[config.mk]
export PLATFORM = sky130hd
export DESIGN_NAME = serial_cfg_loader
export DESIGN_NICKNAME = d
export VERILOG_FILES = /design/src/rtl/cfg_loader_pkg.sv /design/src/rtl/cfg_loader_ctrl.sv /design/src/rtl/cfg_loader_dp.sv /design/src/rtl/serial_cfg_loader.sv
export SDC_FILE = /design/constraint.sdc
export NUM_CORES = 1
export LEC_CHECK = 0
export ABC_CLOCK_PERIOD_IN_PS = 3300
export BUFFER_PORTS_ARGS = -buffer_cell sky130_fd_sc_hd__buf_2
export CAP_MARGIN = 20
export CORE_ASPECT_RATIO = 1.1
export CORE_UTILIZATION = 40
export DETAILED_ROUTE_END_ITERATION = 12
export SLEW_MARGIN = 20
export SYNTH_ARGS = -nofsm -noshare
export SYNTH_HDL_FRONTEND = slang
export SYNTH_SLANG_ARGS = --single-unit
[constraint.sdc]
create_clock -name clk -period 3.3 [get_ports clk]
set_input_delay 0.825 -clock clk [delete_from_list [all_inputs] [get_ports clk]]
set_output_delay 0.825 -clock clk [all_outputs]
set_load 0.03 [all_outputs]
[src/rtl/cfg_loader_pkg.sv]
package cfg_loader_pkg;
  // Commands passed from control to datapath, one core cycle each
  typedef struct packed {
    logic shiftEn;
    logic loadEn;
    logic bitIn;
  } serCmd_t;
endpackage

[src/rtl/cfg_loader_ctrl.sv]
module cfg_loader_ctrl
  import cfg_loader_pkg::*;
#(
  parameter int SYNC_STAGES = 2
) (
  input  logic    clk,
  input  logic    rstN,
  input  logic    serClk,
  input  logic    serData,
  input  logic    serLatch,
  output serCmd_t cmd
);
  // Pin order inside each stage: {latch, clock, data}
  localparam int PIN_N = 3;

  logic [SYNC_STAGES-1:0][PIN_N-1:0] syncPipe;
  logic [PIN_N-1:0] syncNow;
  logic [1:0] prevEdge;

  always_ff @(posedge clk or negedge rstN) begin
    if (!rstN) begin
      syncPipe <= '0;
      prevEdge <= '0;
    end else begin
      syncPipe[0] <= {serLatch, serClk, serData};
      for (int i = 1; i < SYNC_STAGES; i++) syncPipe[i] <= syncPipe[i-1];
      prevEdge <= syncPipe[SYNC_STAGES-1][2:1];
    end
  end

  assign syncNow = syncPipe[SYNC_STAGES-1];

  always_comb begin
    cmd.shiftEn = syncNow[1] & ~prevEdge[0];
    cmd.loadEn  = syncNow[2] & ~prevEdge[1];
    cmd.bitIn   = syncNow[0];
  end
endmodule

[src/rtl/cfg_loader_dp.sv]
module cfg_loader_dp
  import cfg_loader_pkg::*;
#(
  parameter int FRAME_W = 22,
  parameter int ADDR_W  = 2,
  localparam int PAYLOAD_W = FRAME_W - ADDR_W,
  localparam int NUM_REGS  = 1 << ADDR_W
) (
  input  logic                               clk,
  input  logic                               rstN,
  input  serCmd_t                            cmd,
  output logic [NUM_REGS-1:0][PAYLOAD_W-1:0] ctrlRegs,
  output logic [NUM_REGS-1:0]                update
);
  logic [FRAME_W-1:0]   frameReg;
  logic [ADDR_W-1:0]    frameAddr;
  logic [PAYLOAD_W-1:0] framePayload;
  logic [NUM_REGS-1:0]  selectHot;

  always_ff @(posedge clk or negedge rstN) begin
    if (!rstN) frameReg <= '0;
    else if (cmd.shiftEn) frameReg <= {frameReg[FRAME_W-2:0], cmd.bitIn};
  end

  assign frameAddr    = frameReg[ADDR_W-1:0];
  assign framePayload = frameReg[FRAME_W-1:ADDR_W];

  always_comb begin
    selectHot = '0;
    selectHot[frameAddr] = cmd.loadEn;
  end

  for (genvar k = 0; k < NUM_REGS; k++) begin : g_reg
    always_ff @(posedge clk or negedge rstN) begin
      if (!rstN) ctrlRegs[k] <= '0;
      else if (selectHot[k]) ctrlRegs[k] <= framePayload;
    end
  end

  always_ff @(posedge clk or negedge rstN) begin
    if (!rstN) update <= '0;
    else update <= selectHot;
  end
endmodule

[src/rtl/serial_cfg_loader.sv]
module serial_cfg_loader
  import cfg_loader_pkg::*;
#(
  parameter int FRAME_W     = 22,
  parameter int ADDR_W      = 2,
  parameter int SYNC_STAGES = 2
) (
  input  logic                                                 clk,
  input  logic                                                 rstN,
  input  logic                                                 serClk,
  input  logic                                                 serData,
  input  logic                                                 serLatch,
  output logic [(1 << ADDR_W)-1:0][FRAME_W-ADDR_W-1:0]         ctrlRegs,
  output logic [(1 << ADDR_W)-1:0]                             update
);
  serCmd_t cmd;

  cfg_loader_ctrl #(.SYNC_STAGES(SYNC_STAGES)) i_ctrl (
    .clk(clk), .rstN(rstN), .serClk(serClk), .serData(serData),
    .serLatch(serLatch), .cmd(cmd)
  );

  cfg_loader_dp #(.FRAME_W(FRAME_W), .ADDR_W(ADDR_W)) i_dp (
    .clk(clk), .rstN(rstN), .cmd(cmd), .ctrlRegs(ctrlRegs), .update(update)
  );
endmodule

==> flow_summary.yaml <==
critical_path:
  cp-startpoint: "i_dp.frameReg[1]"
  r2r_cells: 3
  r2r-start: "i_dp.frameReg[1]"
  crit_type: "flop to flop"
  cp_num_buf_inv: 1
  r2r-end: "i_dp.ctrlRegs[17]"
  arrival_ps: 2160
  end_kind: "flop"
  slowest_stage: "nor4b_4"
  crit_fanout: 8
  max_stage_delay_ps: 670
  reg2reg_setup_slack_ps: 1420
  crit_chain: "nor4b_4 > buf_4 > mux2_2"
  cp.required_ps: 3580
  path_delay_family: "simple AND/OR/NAND/NOR gates"
  crit_end: "i_dp.ctrlRegs[17]"
  cp.depth: 3
  cp-start-kind: "flop"
synthesis:
  yosysWarnings: 0
  synth_area_um2: 4344
  synthFlopType: "dfrtp_1"
  ys_ff_latch: 114
  netlist_top_cells_area: "dfrtp_1 66%, mux2_4 17%, mux2_2 13%, buf_6 1.6%, and4bb_4 0.75%"
  ys_top_cells_by_count: "114 x dfrtp_1, 52 x mux2_2, 48 x mux2_4"
  postSynthCellCount: 232
  syn_nets: 237
  synth_edf_count: 0
  yosys.cell_count.top_type: "dfrtp_1"
  synth_cell_types: 11
  seq_area_frac_synth: 0.6567
  async_flop_share: 1.000
  syn_area_per_cell_um2: 18.72
  synth_top_cell_area_share: 0.6567
  yosysTopAreaCell: "dfrtp_1"
clock_network:
  post_cts_resized: 0
  clk_latency_ps: 400
  cts.sinks: 114
  cts_root_buf: "clkbuf_16"
  htreeDepth: 4
  path_clk_slew_ps: 50
  cts_buffers: 17
  cts_tree: "yes"
  postCtsSetupBuffers: 0
  cts.hold.buffers_added: 0
  clock_path_buffers: 2
final_layout:
  drive_above_1_share: 0.6493
  final_area_um2: 5512
  area_delta_synth_final_pct: 26.87
  finish.utilization: 0.5253
  nFillCells: 884
  final_cells: 488
  nNetsFinal: 339
  antennaDiodeCount: 0
placed_design:
  pre_cts_ws_ps: 1394
  hpwl_um: 4989
  placed_area_um2: 4931
  placedCellCount: 458
  portBuffers: 88
  place_congestion: 0.7122
sta:
  finalSetupTns_ps: 0
  drv_slew: 0
  period_needed_ps: 1881
  setup_ws_ps: 1419
  worst-slew-pin-transition_ps: 670.9
  rsz0062_at_grt: "false"
  fin_worst_skew_ps: 10.46
  relSlewSlack: 0.5509
  setup_violations: 0
  fmaxAchievable_mhz: 531.5
  hold_viol: 0
  fin_crit_sh: 0.5701
drt:
  via_count: 2313
  drtIter0Drc: 36
  drc: 0
  avgViaCountPerCell: 4.740
  drtAntennaViolNets: 0
  drt_wl_total_um: 8015
  wl_per_cell_um: 16.42
  first_pass_iters: 3
global_route:
  grt_max_degree: 67
  grt_antenna_before_repair: 0
  track_usage: 0.1566
  gr-total-overflow: 0
  grt_pass1_vias: 2317
  grt_pass1_wl_um: 13100
status:
  status: "finished clean"
min_path:
  hp-class: "flop to flop"
die:
  die_x_um: 101.4
  die-area_um2: 11280
  die_y_um: 111.3
  io_pins: 89
  start_util: 0.4141
  core-area_um2: 10490
  core.rowCount: 39
pwr:
  powerDensity_nw_per_um2: 950.7
  ir_drop_v: 0.0004070
  p_leak_uw: 0.002885
job:
  cap_violations: 0
==> sequential cells by signal, summed over array words and instances, names as in the netlist <==
signal	flops
i_ctrl.syncNow	3
i_dp.ctrlRegs	80
i_ctrl.prevEdge	2
i_dp.frameReg	22
i_dp.update	4
i_ctrl.syncPipe	3
==> final cells by class <==
type	instances	area, µm²	share of cell area
clock buffer	25	505.5	0.09171
clock inverter	5	75.07	0.01362
inverter	1	3.754	0.0006810
multi-input combinational	107	1403	0.2545
sequential	114	2853	0.5176
tap	143	178.9	0.03246
timing repair buffer	93	493.0	0.08944
==> layer usage <==
metal,GRT usage,vias to the layer above,part of all wire
li1,-,1030,-
met1,0.2222,1204,0.49
met2,0.2163,68,0.45
met3,0.05359,11,0.049
met4,0.06957,0,0.014
met5,0,-,0
==> stage by stage <==
stage	total power [µW]	hold WS, ps
final	5240	344.4
after global routing	5500	346.6
after CTS	5310	346.0
after detailed placement	3517	334.7
after global placement	3490	336.5
after floorplan	3063	331.2
==> placed cells by master, fill, tap and decap left out <==
| master | instances |
|---|---|
| clkbuf_8 | 5 |
| clkbuf_1 | 3 |
| buf_12 | 1 |
| nand4b_1 | 1 |
| inv_1 | 1 |
| buf_2 | 87 |
| dfrtp_1 | 114 |
| mux2_2 | 52 |
| nor2b_2 | 1 |
| buf_4 | 5 |
| nor4b_4 | 1 |
| and4bb_4 | 2 |
| mux2_4 | 48 |
| clkbuf_16 | 17 |
| clkinv_2 | 3 |
| mux2_1 | 2 |
| bufinv_16 | 2 |
==> kinds of logic (layout without fill, tap and decap cells) <==
group	count (synthesis)	in the layout	synth area share
flip-flops	114	114	0.6567
multiplexers	102	102	0.3059
buffers and inverters	11	124	0.02102
AND/OR/NAND/NOR	5	5	0.01642
==> report_power, final <==
part | total (µW) | internal (µW) | switching (µW)
sequential | 2060 | 1770 | 294
clock | 1770 | 1200 | 570
combinational | 1410 | 603 | 810
==> worst min path at each step <==
stage / end / slack [ps] / cells after the start / startpoint
after floorplan: i_ctrl.syncNow[0] / 330 / 0 / i_ctrl.syncPipe[0]
after global placement: i_ctrl.syncNow[1] / 340 / 0 / i_ctrl.syncPipe[1]
after detailed placement: i_ctrl.syncNow[1] / 330 / 0 / i_ctrl.syncPipe[1]
after CTS: i_ctrl.syncNow[1] / 350 / 0 / i_ctrl.syncPipe[1]
after global routing: i_ctrl.syncNow[1] / 350 / 0 / i_ctrl.syncPipe[1]
final: i_ctrl.syncNow[1] / 340 / 0 / i_ctrl.syncPipe[1]
(Power assumes the default switching activity.)
